[config.mk]
export PLATFORM = sky130hd
export DESIGN_NAME = av_route_ctrl
export DESIGN_NICKNAME = d
export VERILOG_FILES = /design/src/rtl/av_route_pkg.sv /design/src/rtl/av_bus_sync.sv /design/src/rtl/av_i2c_wr_slave.sv /design/src/rtl/av_route_decode.sv /design/src/rtl/av_route_ctrl.sv
export SDC_FILE = /design/constraint.sdc
export NUM_CORES = 1
export LEC_CHECK = 0
export BUFFER_PORTS_ARGS = -buffer_cell sky130_fd_sc_hd__buf_2
export CORE_MARGIN = 2
export CORE_UTILIZATION = 45
export DETAILED_ROUTE_END_ITERATION = 8
export PLACE_DENSITY = 0.75
export SLEW_MARGIN = 20
export SYNTH_ARGS = -nofsm -noshare
export SYNTH_HDL_FRONTEND = slang
export SYNTH_HIERARCHICAL = 1
export SYNTH_SLANG_ARGS = --single-unit
[constraint.sdc]
create_clock -name clk -period 2.5 [get_ports clk]
set_input_delay 0.5 -clock clk [delete_from_list [all_inputs] [get_ports clk]]
set_output_delay 0.5 -clock clk [all_outputs]
set_load 0.05 [all_outputs]
[src/rtl/av_route_pkg.sv]
package av_route_pkg;

   // Upper six bits of the slave address; the pin supplies the seventh.
   localparam logic [5:0] ADDR_HI = 6'b100100;

   // Number of payload bytes in one transaction.
   localparam int NUM_DATA = 2;

   // Bits per byte on the bus.
   localparam int BYTE_W = 8;

   typedef enum logic [1:0] {
      ST_IDLE,
      ST_RECV,
      ST_ACK,
      ST_SKIP
   } slv_state_t;

   typedef enum logic [1:0] {
      AUD_MUTE   = 2'b00,
      AUD_RIGHT2 = 2'b01,
      AUD_LEFT2  = 2'b10,
      AUD_STEREO = 2'b11
   } aud_mode_t;

endpackage

[src/rtl/av_bus_sync.sv]
module av_bus_sync #(
   parameter int STAGES = 2
) (
   input  logic clk,
   input  logic rst_n,
   input  logic scl_i,
   input  logic sda_i,
   output logic sda_s,
   output logic scl_rise,
   output logic scl_fall,
   output logic start_det,
   output logic stop_det
);

   generate
      if (STAGES < 2) begin : g_bad_stages
         $error("av_bus_sync: STAGES must be at least 2");
      end
   endgenerate

   logic [STAGES-1:0] scl_pipe;
   logic [STAGES-1:0] sda_pipe;
   logic              scl_s;
   logic              scl_q;
   logic              sda_q;

   // Synchronizer chain; idle bus level is high, so reset to ones.
   generate
      genvar gi;
      for (gi = 0; gi < STAGES; gi++) begin : g_stage
         if (gi == 0) begin : g_first
            always_ff @(posedge clk or negedge rst_n) begin
               if (!rst_n) begin
                  scl_pipe[0] <= 1'b1;
                  sda_pipe[0] <= 1'b1;
               end else begin
                  scl_pipe[0] <= scl_i;
                  sda_pipe[0] <= sda_i;
               end
            end
         end else begin : g_next
            always_ff @(posedge clk or negedge rst_n) begin
               if (!rst_n) begin
                  scl_pipe[gi] <= 1'b1;
                  sda_pipe[gi] <= 1'b1;
               end else begin
                  scl_pipe[gi] <= scl_pipe[gi-1];
                  sda_pipe[gi] <= sda_pipe[gi-1];
               end
            end
         end
      end
   endgenerate

   assign scl_s = scl_pipe[STAGES-1];
   assign sda_s = sda_pipe[STAGES-1];

   always_ff @(posedge clk or negedge rst_n) begin
      if (!rst_n) begin
         scl_q <= 1'b1;
         sda_q <= 1'b1;
      end else begin
         scl_q <= scl_s;
         sda_q <= sda_s;
      end
   end

   assign scl_rise  = scl_s & ~scl_q;
   assign scl_fall  = ~scl_s & scl_q;
   assign start_det = scl_s & scl_q & sda_q & ~sda_s;
   assign stop_det  = scl_s & scl_q & ~sda_q & sda_s;

endmodule

[src/rtl/av_i2c_wr_slave.sv]
module av_i2c_wr_slave
   import av_route_pkg::*;
#(
   parameter int N_BYTES = NUM_DATA,
   parameter int BW      = BYTE_W
) (
   input  logic              clk,
   input  logic              rst_n,
   input  logic              sda_s,
   input  logic              scl_rise,
   input  logic              scl_fall,
   input  logic              start_det,
   input  logic              stop_det,
   input  logic              addr_lsb,
   output logic              sda_pull,
   output logic [N_BYTES*BW-1:0] ctrl_flat
);

   localparam int IDXW = $clog2(N_BYTES + 2);
   localparam int CNTW = $clog2(BW + 1);

   generate
      if (BW != 8) begin : g_bad_bw
         $error("av_i2c_wr_slave: bus bytes are 8 bits");
      end
      if (N_BYTES < 1) begin : g_bad_n
         $error("av_i2c_wr_slave: need at least one payload byte");
      end
   endgenerate

   slv_state_t       st;
   logic [BW-1:0]    shreg;
   logic [CNTW-1:0]  bit_cnt;
   logic [IDXW-1:0]  byte_idx;
   logic             byte_done;
   logic             accept;
   logic             ack_end;

   assign byte_done = (bit_cnt == CNTW'(BW));

   // Address byte: fixed upper bits, pin bit, write direction.
   always_comb begin
      if (byte_idx == '0) begin
         accept = (shreg == {ADDR_HI, addr_lsb, 1'b0});
      end else begin
         accept = (byte_idx <= IDXW'(N_BYTES));
      end
   end

   assign ack_end = (st == ST_ACK) && scl_fall && !start_det && !stop_det;

   always_ff @(posedge clk or negedge rst_n) begin
      if (!rst_n) begin
         st       <= ST_IDLE;
         shreg    <= '0;
         bit_cnt  <= '0;
         byte_idx <= '0;
         sda_pull <= 1'b0;
      end else if (start_det) begin
         st       <= ST_RECV;
         bit_cnt  <= '0;
         byte_idx <= '0;
         sda_pull <= 1'b0;
      end else if (stop_det) begin
         st       <= ST_IDLE;
         sda_pull <= 1'b0;
      end else begin
         case (st)
            ST_RECV: begin
               if (scl_rise && !byte_done) begin
                  shreg   <= {shreg[BW-2:0], sda_s};
                  bit_cnt <= bit_cnt + 1'b1;
               end else if (scl_fall && byte_done) begin
                  if (accept) begin
                     sda_pull <= 1'b1;
                     st       <= ST_ACK;
                  end else begin
                     st       <= ST_SKIP;
                  end
               end
            end
            ST_ACK: begin
               if (scl_fall) begin
                  sda_pull <= 1'b0;
                  bit_cnt  <= '0;
                  byte_idx <= byte_idx + 1'b1;
                  st       <= ST_RECV;
               end
            end
            default: begin
               // idle or ignoring the rest of the transaction
            end
         endcase
      end
   end

   // One register per payload byte, written at the end of its own ACK.
   generate
      genvar gk;
      for (gk = 0; gk < N_BYTES; gk++) begin : g_reg
         logic wr_en;
         assign wr_en = ack_end && (byte_idx == IDXW'(gk + 1));
         always_ff @(posedge clk or negedge rst_n) begin
            if (!rst_n) begin
               ctrl_flat[gk*BW +: BW] <= '0;
            end else if (wr_en) begin
               ctrl_flat[gk*BW +: BW] <= shreg;
            end
         end
      end
   endgenerate

endmodule

[src/rtl/av_route_decode.sv]
module av_route_decode
   import av_route_pkg::*;
#(
   parameter bit GPO_INVERT = 1'b1,
   parameter int SEL_W      = 2
) (
   input  logic [5:0]       vid_byte,
   input  logic [1:0]       aud_mode,
   input  logic             gpo_bit,
   input  logic [SEL_W-1:0] aud_sel,
   output logic [SEL_W-1:0] vid_src,
   output logic             yc_mix,
   output logic [SEL_W-1:0] yc_src,
   output logic             gain_vid,
   output logic             gain_yc,
   output logic             gain_sep,
   output logic             aud_mute,
   output logic             aud_l_use_r,
   output logic             aud_r_use_l,
   output logic [SEL_W-1:0] aud_src,
   output logic             gpo
);

   generate
      if (SEL_W != 2) begin : g_bad_sel
         $error("av_route_decode: four-way selects need SEL_W of 2");
      end
   endgenerate

   aud_mode_t mode;
   assign mode = aud_mode_t'(aud_mode);

   // Video: low code bits pick the input, top bit picks the mix path.
   always_comb begin
      vid_src = vid_byte[1:0];
      yc_mix  = vid_byte[2];
      yc_src  = vid_byte[2] ? vid_byte[1:0] : '0;
   end

   assign gain_vid = vid_byte[3];
   assign gain_yc  = vid_byte[4];
   assign gain_sep = vid_byte[5];

   always_comb begin
      aud_mute    = 1'b0;
      aud_l_use_r = 1'b0;
      aud_r_use_l = 1'b0;
      case (mode)
         AUD_MUTE:   aud_mute    = 1'b1;
         AUD_RIGHT2: aud_l_use_r = 1'b1;
         AUD_LEFT2:  aud_r_use_l = 1'b1;
         default:    ;
      endcase
   end

   assign aud_src = aud_sel;

   generate
      if (GPO_INVERT) begin : g_gpo_inv
         assign gpo = ~gpo_bit;
      end else begin : g_gpo_pass
         assign gpo = gpo_bit;
      end
   endgenerate

endmodule

[src/rtl/av_route_ctrl.sv]
module av_route_ctrl
   import av_route_pkg::*;
#(
   parameter int SYNC_STAGES = 2,
   parameter bit GPO_INVERT  = 1'b1
) (
   input  logic       clk,
   input  logic       rst_n,
   input  logic       scl_i,
   input  logic       sda_i,
   input  logic       addr_sel_i,
   output logic       sda_pull_o,
   output logic [1:0] vid_src_o,
   output logic       yc_mix_o,
   output logic [1:0] yc_src_o,
   output logic       gain_vid_o,
   output logic       gain_yc_o,
   output logic       gain_sep_o,
   output logic       aud_mute_o,
   output logic       aud_l_use_r_o,
   output logic       aud_r_use_l_o,
   output logic [1:0] aud_src_o,
   output logic       gpo_o
);

   localparam int FLAT_W = NUM_DATA * BYTE_W;

   logic              sda_s;
   logic              scl_rise;
   logic              scl_fall;
   logic              start_det;
   logic              stop_det;
   logic [FLAT_W-1:0] ctrl_flat;
   logic              unused_fixed;

   av_bus_sync #(
      .STAGES (SYNC_STAGES)
   ) u_sync (
      .clk       (clk),
      .rst_n     (rst_n),
      .scl_i     (scl_i),
      .sda_i     (sda_i),
      .sda_s     (sda_s),
      .scl_rise  (scl_rise),
      .scl_fall  (scl_fall),
      .start_det (start_det),
      .stop_det  (stop_det)
   );

   av_i2c_wr_slave #(
      .N_BYTES (NUM_DATA),
      .BW      (BYTE_W)
   ) u_slave (
      .clk       (clk),
      .rst_n     (rst_n),
      .sda_s     (sda_s),
      .scl_rise  (scl_rise),
      .scl_fall  (scl_fall),
      .start_det (start_det),
      .stop_det  (stop_det),
      .addr_lsb  (addr_sel_i),
      .sda_pull  (sda_pull_o),
      .ctrl_flat (ctrl_flat)
   );

   // Bits fixed at zero by the message format carry no function.
   assign unused_fixed = ^{ctrl_flat[13:11], ctrl_flat[7:6]};

   av_route_decode #(
      .GPO_INVERT (GPO_INVERT),
      .SEL_W      (2)
   ) u_decode (
      .vid_byte    (ctrl_flat[5:0]),
      .aud_mode    (ctrl_flat[15:14]),
      .gpo_bit     (ctrl_flat[10]),
      .aud_sel     (ctrl_flat[9:8]),
      .vid_src     (vid_src_o),
      .yc_mix      (yc_mix_o),
      .yc_src      (yc_src_o),
      .gain_vid    (gain_vid_o),
      .gain_yc     (gain_yc_o),
      .gain_sep    (gain_sep_o),
      .aud_mute    (aud_mute_o),
      .aud_l_use_r (aud_l_use_r_o),
      .aud_r_use_l (aud_r_use_l_o),
      .aud_src     (aud_src_o),
      .gpo         (gpo_o)
   );

endmodule

==> results of run 1 <==
## cell type report
type / instances / area (um^2) / share of cell area
Sequential cell: 34 / 858 / 0.457
Multi-Input combinational cell: 86 / 726 / 0.386
Clock buffer: 8 / 110 / 0.0586
Timing Repair Buffer: 19 / 95.1 / 0.0506
Tap cell: 48 / 60.1 / 0.0320
Inverter: 8 / 30.0 / 0.0160
## registers in the layout, summed over array words and instances (netlist names), 2 cells and up
name               cells
u_slave/byte_idx       2
u_slave/ctrl_flat     11
u_slave/bit_cnt        4
u_slave/shreg          8
u_slave/st             2
## report_power, final
| part | switching, mW | internal [mW] | leakage (nW) |
|---|---|---|---|
| Clock | 0.192 | 0.278 | 0.0575 |
| Sequential | 0.142 | 0.697 | 0.422 |
| Combinational | 0.398 | 0.309 | 0.434 |
## worst max-delay path by stage
stage / start / endpoint / slack, ns / cells after the start
after floorplan: u_sync/sda_s / u_slave/shreg[0] / 0.68 / 5
after global placement: u_sync/sda_s / u_slave/shreg[0] / 0.54 / 4
after detailed placement: u_sync/sda_s / u_slave/shreg[3] / 0.44 / 4
after CTS: u_sync/sda_s / u_slave/shreg[5] / 0.41 / 4
after global routing: u_sync/sda_s / u_slave/shreg[2] / 0.30 / 4
final: u_sync/sda_s / u_slave/shreg[5] / 0.44 / 4
## per-stage QoR
| stage | setup WS (ns) | hold WS (ns) |
|---|---|---|
| 2_1_floorplan | 0.682 | 0.204 |
| 3_3_place_gp | 0.541 | 0.346 |
| 3_5_place_dp | 0.436 | 0.348 |
| 4_1_cts | 0.415 | 0.295 |
| 5_1_grt | 0.300 | 0.297 |
| 6_report | 0.440 | 0.271 |
## worst max-delay path, stage by stage (launching register included)
cell and delay [ns]:
dfstp_2 0.54, and4b_1 0.30, nor2_2 0.26, nand4_1 0.42, mux2_2 0.42
## layer usage
layer,up-vias,global-route usage
met2,24,0.244
met3,10,0.0428
li1,508,-
met5,-,0
met1,529,0.182
met4,0,0.107
==> reports/results.ini, run 1 <==
[clock_network]
clk_pin_slew_worst_paths_ns = 0.07
ctsHoldBuffers = 0
clockRootBuffer = clkbuf_8
ctsLongestPathBuffers = 2
postCtsResizedCells = 0
worst_skew_pair.late_latency_ns = 0.29
cts_post_setup_buffers_inserted = 0
cts_buffers = 5
clkSinkCount = 34
cts_htree_levels = 2
cts_tree = yes

[worst_setup_path]
critPathKind = flip-flop to flip-flop
reg2reg_from = u_sync/sda_s
worst_setup_path_end_kind = flip-flop
worst-r2r-setup-slack_ns = 0.44
critPathLaunchType = flip-flop
timing.critical_path.required_ns = 2.67
cp_max_fo = 9
r2r.worst_path.cells = 4
crit-reg2reg-capture = u_slave/shreg[5]
crit_arrival_ns = 2.23

[global_routing]
grt_antenna_before_repair = 0
overall_track_demand_over_capacity_in_global_routing = 0.154
number_of_global_route_vias_before_repair = 1056
pin_count_of_the_biggest_net_entering_global_routing = 35
grt_pass1_wl_um = 4850
grt_overflow_total = 0

[layout]
final_common_cell = dfrtp_1
synthToLayoutAreaGrowth_pct = 11.6
final_instance_area_um2 = 1880
num_antenna_cells = 0
finish.utilization = 0.517
fillers = 338
proportion_of_layout_cells_with_a_drive_suffix_above_1 = 0.387
post_layout_nonfiller_instances = 203
layout.nets = 167
final_cell_mix = 28 x dfrtp_1, 20 x mux2_2, 19 x buf_2

[timing]
timing.fmax_mhz = 485
fin_tns_setup_ns = 0
tightestPinTransition_ns = 0.736
final-hold-violation-count = 0
slew_violations = 0
finalSetupViolCount = 0
grt_setup_unrepaired = false
shortest_period_the_worst_path_allows_ns = 2.06
period_share = 0.824
normalized_max_slew_margin = 0.509
worst_clock_skew_ns = 0.00588

[routing]
detail_route.wl_per_cell_um = 14.4
dr_wl_met2_um = 1390
drcViolationCount = 0
detailedRoute.firstPassIterationCount = 4
dr_wl_met3_um = 114
vias = 1071
detail_route.wirelength.met1_um = 1300
route.top_layer_used = met4
route.final.wire_length_um = 2910
drt_first_iter_violations = 32
via_per_inst = 5.28
drt.antenna.violating_nets = 0

[floorplanning]
design.portCount = 20
die_width_um = 65.2
floorplan.initialDensity = 0.463
placementRows = 22
fp.dieArea_um2 = 4250
design.core.area_um2 = 3630
die-height_um = 65.2

[outcome]
status = finished, final reports clean

[place]
place.gp.congestion = 0.797
numPortBuffers = 19
place_area_um2 = 1770
place.detailed.instances = 195
hpwl_dp_um = 2070

[yosys]
syn-instance-count = 138
post_synthesis_area_per_instance_um2 = 12.2
postSynthNetCount = 151
synth_area_um2 = 1680
yosysWarnings = 6

[power_and_ir_drop]
peak_ir_drop_on_the_vdd_network_mv = 0.402
tot_pwr_mw = 2.02
power.static_leakage_nw = 0.913
power.density_nw_per_um2 = 1070

[min_path]
hold_class = input pin to asynchronous set/reset pin

[job]
maxCapViolCount = 0

Power figures use the tool's default switching activity.
==> run 2, diff against run 1 <==
--- a/config.mk
+++ b/config.mk
@@ -5,11 +5,12 @@
 export SDC_FILE = /design/constraint.sdc
 export NUM_CORES = 1
 export LEC_CHECK = 0
+export ABC_AREA = 1
 export BUFFER_PORTS_ARGS = -buffer_cell sky130_fd_sc_hd__buf_2
 export CORE_MARGIN = 2
 export CORE_UTILIZATION = 45
 export DETAILED_ROUTE_END_ITERATION = 8
-export PLACE_DENSITY = 0.75
+export PLACE_DENSITY = 0.77
 export SLEW_MARGIN = 20
 export SYNTH_ARGS = -nofsm -noshare
 export SYNTH_HDL_FRONTEND = slang
==> constraint.sdc (replaced) <==
create_clock -name clk -period 1.7 [get_ports clk]
set_input_delay 0.34 -clock clk [delete_from_list [all_inputs] [get_ports clk]]
set_output_delay 0.34 -clock clk [all_outputs]
set_load 0.05 [all_outputs]
==> run 2 against run 1 <==
Non-clock buffer count grew 4. Maximum frequency increased by 30%. Utilization up 0.67 points. Die area grew 7.4%. Critical path depth up 4. Register-to-register slack worse by 0.32 ns. Hold slack got worse by 0.21 ns. Sequential power increased by 51%. Flip-flop and latch count did not move. Combinational power grew 130%. Sequential share of layout area is 4.1 points lower. Clock skew is 0.0012 ns higher.
==> reports/results.ini, run 2 <==
[routing]
detail_route.wl_per_cell_um = 12.1  ; was 14.4 um
route.final.wire_length_um = 3320  ; was 2910 um
drt_first_iter_violations = 55  ; was 32
vias = 1323  ; was 1071
via_per_inst = 4.83  ; was 5.28
drcViolationCount = 0  ; unchanged
detailedRoute.firstPassIterationCount = 4  ; unchanged
drt.antenna.violating_nets = 0  ; unchanged

[global_routing]
overall_track_demand_over_capacity_in_global_routing = 0.168  ; was 0.154
pin_count_of_the_biggest_net_entering_global_routing = 35  ; unchanged
grt_antenna_before_repair = 0  ; unchanged
number_of_global_route_vias_before_repair = 1250  ; was 1056
grt_pass1_wl_um = 5470  ; was 4850 um
grt_overflow_total = 0  ; unchanged

[timing]
period_share = 0.931  ; was 0.824
worst_clock_skew_ns = 0.00707  ; was 0.00588 ns
grt_setup_unrepaired = true  ; was false
shortest_period_the_worst_path_allows_ns = 1.58  ; was 2.06 ns
tightestPinTransition_ns = 0.419  ; was 0.736 ns
finalSetupViolCount = 0  ; unchanged
slew_violations = 0  ; unchanged
timing.fmax_mhz = 632  ; was 485 MHz
normalized_max_slew_margin = 0.721  ; was 0.509
final-hold-violation-count = 0  ; unchanged
postLayoutSetupSlackWorst_ns = 0.117  ; was 0.440 ns

[worst_setup_path]
critPathLaunchType = flip-flop  ; unchanged
critPathKind = flip-flop to flip-flop  ; unchanged
worst_setup_path_end_kind = flip-flop  ; unchanged
r2r.worst_path.cells = 8  ; was 4
timing.critical_path.required_ns = 1.92  ; was 2.67 ns
cp_max_fo = 8  ; was 9
crit_arrival_ns = 1.80  ; was 2.23 ns
worst-r2r-setup-slack_ns = 0.12  ; was 0.44 ns

[place]
place_area_um2 = 1900  ; was 1770 um^2
post-place-ws_ns = 0.0657  ; was 0.436 ns
place.gp.congestion = 0.795  ; was 0.797
numPortBuffers = 19  ; unchanged
hpwl_dp_um = 2240  ; was 2070 um

[floorplanning]
die-height_um = 67.5  ; was 65.2 um
design.portCount = 20  ; unchanged
design.core.area_um2 = 3940  ; was 3630 um^2
placementRows = 23  ; was 22
die_width_um = 67.5  ; was 65.2 um
floorplan.initialDensity = 0.461  ; was 0.463
fp.dieArea_um2 = 4560  ; was 4250 um^2

[yosys]
syn-instance-count = 203  ; was 138
yosysWarnings = 6  ; unchanged
post_synthesis_area_per_instance_um2 = 8.95  ; was 12.2 um^2
postSynthNetCount = 216  ; was 151
synth_area_um2 = 1820  ; was 1680 um^2

[outcome]
status = finished, final reports clean  ; unchanged

[power_and_ir_drop]
power.internal_mw = 1.91  ; was 1.28 mW
power.density_nw_per_um2 = 1700  ; was 1070 nW/um^2
pwr-share-comb = 0.465  ; was 0.351
power.static_leakage_nw = 1.03  ; was 0.913 nW
peak_ir_drop_on_the_vdd_network_mv = 0.692  ; was 0.402 mV
sequentialPowerShare = 0.361  ; was 0.416
power.net_switching_mw = 1.60  ; was 0.732 mW
switching_share_of_power = 0.455  ; was 0.363
power.share.clock = 0.174  ; was 0.233

[clock_network]
cts_buffers = 5  ; unchanged
ctsLongestPathBuffers = 2  ; unchanged
worst_skew_pair.late_latency_ns = 0.29  ; about the same
clk_pin_slew_worst_paths_ns = 0.07  ; about the same
clkSinkCount = 34  ; unchanged
cts_tree = yes  ; unchanged
cts_htree_levels = 2  ; unchanged
clockRootBuffer = clkbuf_8  ; unchanged

[layout]
final_common_cell = nand2_1  ; was dfrtp_1
largest_reg_flops = 11  ; unchanged
num_antenna_cells = 0  ; unchanged
reg_top3 = u_slave/ctrl_flat (11), u_slave/shreg (8), u_slave/bit_cnt (4)  ; unchanged
final_cell_mix = 34 x nand2_1, 29 x inv_1, 28 x dfrtp_1  ; was 28 x dfrtp_1, 20 x mux2_2, 19 x buf_2
final_instance_area_um2 = 2070  ; was 1880 um^2
synthToLayoutAreaGrowth_pct = 13.7  ; was 11.6%
proportion_of_layout_cells_with_a_drive_suffix_above_1 = 0.357  ; was 0.387
layout.nets = 236  ; was 167
max_flop_register = u_slave/ctrl_flat  ; unchanged

[job]
maxCapViolCount = 0  ; unchanged

[min_path]
hold_class = input pin to asynchronous set/reset pin  ; unchanged

[run 2: cell count changes in the layout (fill, tap and decap cells not counted), moves of 3 or more]
cell     previous run  this run
mux2_2             20         0
nand2_1             7        34
nand2_4             0         4
o21ai_2             0        11
buf_4               0         4
nand3_1             2        11
inv_1               8        29
nor2b_1             4         0
nand2_2             0        13
o21ai_1             0        12
o21ai_0             6         3
nor2_1              6        13
nor2_4              0         4
[run 2: worst paths after layout]
check / startpoint / to
worst max register to register: u_sync/scl_s / u_slave/bit_cnt[0]
worst max-delay path: u_sync/scl_s / u_slave/bit_cnt[0]
max in group asynchronous: rst_n / u_sync/scl_pipe[0]
worst min-delay path: rst_n / u_slave/bit_cnt[1]
min in group clk: sda_i / u_sync/sda_pipe[0]
worst min register to register: u_sync/sda_pipe[0] / u_sync/sda_s
[run 2: metrics by stage]
stage / instances / total power, mW / utilization / setup TNS (ns) / hold slack [ns]
6_report: 274 / 3.51 / 0.524 / 0 / 0.0607
2_1_floorplan: 203 / 2.59 / - / 0 / 0.0444
4_1_cts: 271 / 3.44 / 0.504 / 0 / 0.0751
5_1_grt: 274 / 3.77 / 0.524 / -0.0131 / 0.105
3_5_place_dp: 263 / 2.82 / 0.481 / 0 / 0.348
3_3_place_gp: 263 / 2.78 / 0.481 / 0 / 0.347
[run 2: metal layers]
layer  routed length [um]  share of wire  up-vias  global-route usage
li1                     -              -      666                   -
met1                 1510           0.45      624               0.214
met2                 1570           0.47       28               0.259
met3                  162          0.049        5              0.0467
met4                   74          0.022        0              0.0867
met5                    0              0        -                   0
[run 2: critical path: stages, from the launching register on]
cell	delay, ns
dfstp_2	0.57
nand2_2	0.09
nor2_4	0.19
nor2_1	0.08
inv_1	0.08
nand2_1	0.09
a21oi_4	0.22
nand3_1	0.12
o21ai_1	0.09
[run 2: power by group through the flow]
| stage | Combinational [mW] | Sequential [mW] | Clock (mW) |
|---|---|---|---|
| after floorplan | 1.32 | 1.27 | 0 |
| after global placement | 1.52 | 1.27 | 0 |
| after detailed placement | 1.55 | 1.27 | 0 |
| after CTS | 1.55 | 1.26 | 0.632 |
| after global routing | 1.81 | 1.31 | 0.653 |
| final | 1.63 | 1.27 | 0.611 |
[run 2: timing repair]
action,4_1_cts,5_1_grt
hold buffers,0,0
endpoints found under the setup margin,0,21
gates resized for setup,0,17
setup buffers,0,2
[run 2: cell type report]
| type | count | area, um^2 |
|---|---|---|
| well taps | 50 | 62.6 |
| multi-input cells | 127 | 803 |
| inverters | 32 | 125 |
| fillers | 362 | 1880 |
| clock buffers | 7 | 86.3 |
| flip-flops and latches | 34 | 858 |
| clock inverters | 1 | 5.00 |
| repair buffers | 23 | 125 |
==> run 3, diff against run 2 <==
--- a/config.mk
+++ b/config.mk
@@ -10,7 +10,8 @@
 export CORE_MARGIN = 2
 export CORE_UTILIZATION = 45
 export DETAILED_ROUTE_END_ITERATION = 8
-export PLACE_DENSITY = 0.77
+export GPL_TIMING_DRIVEN = 0
+export PLACE_DENSITY = 0.66
 export SLEW_MARGIN = 20
 export SYNTH_ARGS = -nofsm -noshare
 export SYNTH_HDL_FRONTEND = slang
==> run 3 against run 2 <==
Hold slack gained 0.056 ns. Maximum frequency down 1.2%. Setup slack got worse by 0.020 ns. Critical endpoint is now u_slave/ctrl_flat[5]. Global-route usage shrank 0.77 points.
==> reports/results.ini, run 3 (same netlist as run 2, synthesis figures left out) <==
[outcome]
status = finished, final reports clean  ; unchanged

[routing]
vias = 1302  ; was 1323
drt_first_iter_violations = 74  ; was 55
detail_route.wl_per_cell_um = 11.1  ; was 12.1 um
route.final.wire_length_um = 3110  ; was 3320 um
drt.antenna.violating_nets = 0  ; unchanged
via_per_inst = 4.65  ; was 4.83
route.top_layer_used = met4  ; unchanged
detail_route.wirelength.met1_um = 1560  ; was 1510 um
dr_wl_met2_um = 1350  ; was 1570 um
detailedRoute.firstPassIterationCount = 4  ; unchanged
dr_wl_met3_um = 130  ; was 162 um
drcViolationCount = 0  ; unchanged

[worst_setup_path]
cp_max_fo = 8  ; unchanged
worst-r2r-setup-slack_ns = 0.1  ; was 0.12 ns
reg2reg_from = u_sync/scl_q  ; was u_sync/scl_s
crit_arrival_ns = 1.78  ; was 1.80 ns
critPathLaunchType = flip-flop  ; unchanged
worst_setup_path_end_kind = flip-flop  ; unchanged
crit-reg2reg-capture = u_slave/ctrl_flat[5]  ; was u_slave/bit_cnt[0]
timing.critical_path.required_ns = 1.88  ; was 1.92 ns
critPathKind = flip-flop to flip-flop  ; unchanged
r2r.worst_path.cells = 8  ; unchanged

[timing]
final-hold-violation-count = 0  ; unchanged
timing.fmax_mhz = 624  ; was 632 MHz
period_share = 0.942  ; was 0.931
worst_clock_skew_ns = 0.00710  ; was 0.00707 ns
tightestPinTransition_ns = 0.756  ; was 0.419 ns
postLayoutSetupSlackWorst_ns = 0.0978  ; was 0.117 ns
normalized_max_slew_margin = 0.496  ; was 0.721
finalSetupViolCount = 0  ; unchanged
slew_violations = 0  ; unchanged
shortest_period_the_worst_path_allows_ns = 1.60  ; was 1.58 ns
fin_tns_setup_ns = 0  ; unchanged

[layout]
seqCellArea_um2 = 858  ; unchanged
largest_reg_flops = 11  ; unchanged
multiInputGateArea_um2 = 759  ; was 803 um^2
num_antenna_cells = 0  ; unchanged
finish.utilization = 0.530  ; was 0.524
max_flop_register = u_slave/ctrl_flat  ; unchanged
fillers = 369  ; was 362
proportion_of_layout_cells_with_a_drive_suffix_above_1 = 0.339  ; was 0.357
layout.nets = 242  ; was 236
synthToLayoutAreaGrowth_pct = 15.1  ; was 13.7%
reg_top3 = u_slave/ctrl_flat (11), u_slave/shreg (8), u_slave/bit_cnt (4)  ; unchanged
final_common_cell = nand2_1  ; unchanged
final_cell_mix = 39 x nand2_1, 30 x inv_1, 28 x dfrtp_1  ; was 34 x nand2_1, 29 x inv_1, 28 x dfrtp_1

[clock_network]
ctsHoldBuffers = 0  ; unchanged
cts_htree_levels = 2  ; unchanged
cts_buffers = 5  ; unchanged
cts_tree = yes  ; unchanged
clockRootBuffer = clkbuf_8  ; unchanged
worst_skew_pair.late_latency_ns = 0.29  ; about the same
ctsLongestPathBuffers = 2  ; unchanged
clkSinkCount = 34  ; unchanged
cts_post_setup_buffers_inserted = 0  ; unchanged
clk_pin_slew_worst_paths_ns = 0.07  ; about the same

[floorplanning]
die_width_um = 67.5  ; unchanged
design.core.area_um2 = 3940  ; unchanged
floorplan.initialDensity = 0.461  ; unchanged
design.portCount = 20  ; unchanged
fp.dieArea_um2 = 4560  ; unchanged
placementRows = 23  ; unchanged
die-height_um = 67.5  ; unchanged

[job]
maxCapViolCount = 0  ; unchanged

[place]
numPortBuffers = 19  ; unchanged
hpwl_dp_um = 2190  ; was 2240 um
post-place-ws_ns = -0.0266  ; was 0.0657 ns
place.gp.congestion = 0.841  ; was 0.795

[global_routing]
grt_overflow_total = 0  ; unchanged
grt_pass1_wl_um = 5290  ; was 5470 um
pin_count_of_the_biggest_net_entering_global_routing = 35  ; unchanged
grt_antenna_before_repair = 0  ; unchanged
overall_track_demand_over_capacity_in_global_routing = 0.160  ; was 0.168
number_of_global_route_vias_before_repair = 1152  ; was 1250

[power_and_ir_drop]
power.density_nw_per_um2 = 1670  ; was 1700 nW/um^2
power.static_leakage_nw = 1.07  ; was 1.03 nW
tot_pwr_mw = 3.49  ; was 3.51 mW
peak_ir_drop_on_the_vdd_network_mv = 0.886  ; was 0.692 mV

[min_path]
hold_class = input pin to asynchronous set/reset pin  ; unchanged

## run 3: timing repair
| item | CTS | global route |
|---|---|---|
| hold endpoints to repair | 0 | 0 |
| endpoints found under the setup margin | 2 | 7 |
| gates resized for setup | 1 | 6 |
| pin swaps | 0 | 2 |
## run 3: layout make-up
cell class / instances / area share
sequential: 34 / 0.411
multi-input combinational: 125 / 0.363
inverter: 32 / 0.0586
buffer: 12 / 0.0485
timing repair buffer: 19 / 0.0455
clock buffer: 7 / 0.0413
tap: 50 / 0.0299
clock inverter: 1 / 0.00239
## run 3: how the worst max path moves through the flow
| stage | start | slack [ns] | depth (start not counted) | to |
|---|---|---|---|---|
| final | u_sync/scl_q | 0.1 | 8 | u_slave/ctrl_flat[5] |
| after floorplan | u_sync/scl_s | 0.11 | 11 | u_slave/sda_pull |
| after CTS | u_sync/scl_s | 0.06 | 11 | u_slave/sda_pull |
| after global routing | u_sync/sda_q | -0.02 | 11 | u_slave/sda_pull |
| after global placement | u_sync/scl_s | -0.04 | 11 | u_slave/sda_pull |
| after detailed placement | u_sync/scl_s | -0.03 | 9 | u_slave/sda_pull |
## run 3: power by group
| part | internal [mW] | switching, mW | leakage, nW |
|---|---|---|---|
| Sequential | 1.07 | 0.180 | 0.432 |
| Combinational | 0.564 | 1.07 | 0.586 |
| Clock | 0.326 | 0.278 | 0.0482 |
## run 3: layer usage
metal / global-route usage / vias to the layer above
met5: 0 / -
met4: 0.0765 / 0
met2: 0.233 / 24
met3: 0.0450 / 6
li1: - / 673
met1: 0.218 / 599
## run 3: worst max-delay path: stages (launching register included)
cell,delay (ns)
dfstp_2,0.56
inv_1,0.05
nor2_1,0.22
nand2_2,0.11
nor2_4,0.20
nand2_4,0.09
buf_6,0.16
nand2_2,0.06
o21ai_2,0.04
## run 3: through the flow
step | cells | hold WS [ns] | instance area (um^2)
2_1_floorplan | 203 | 0.0444 | 1820
3_3_place_gp | 272 | 0.346 | 1970
3_5_place_dp | 272 | 0.348 | 1970
4_1_cts | 280 | 0.146 | 2070
5_1_grt | 280 | 0.139 | 2090
6_report | 280 | 0.117 | 2090
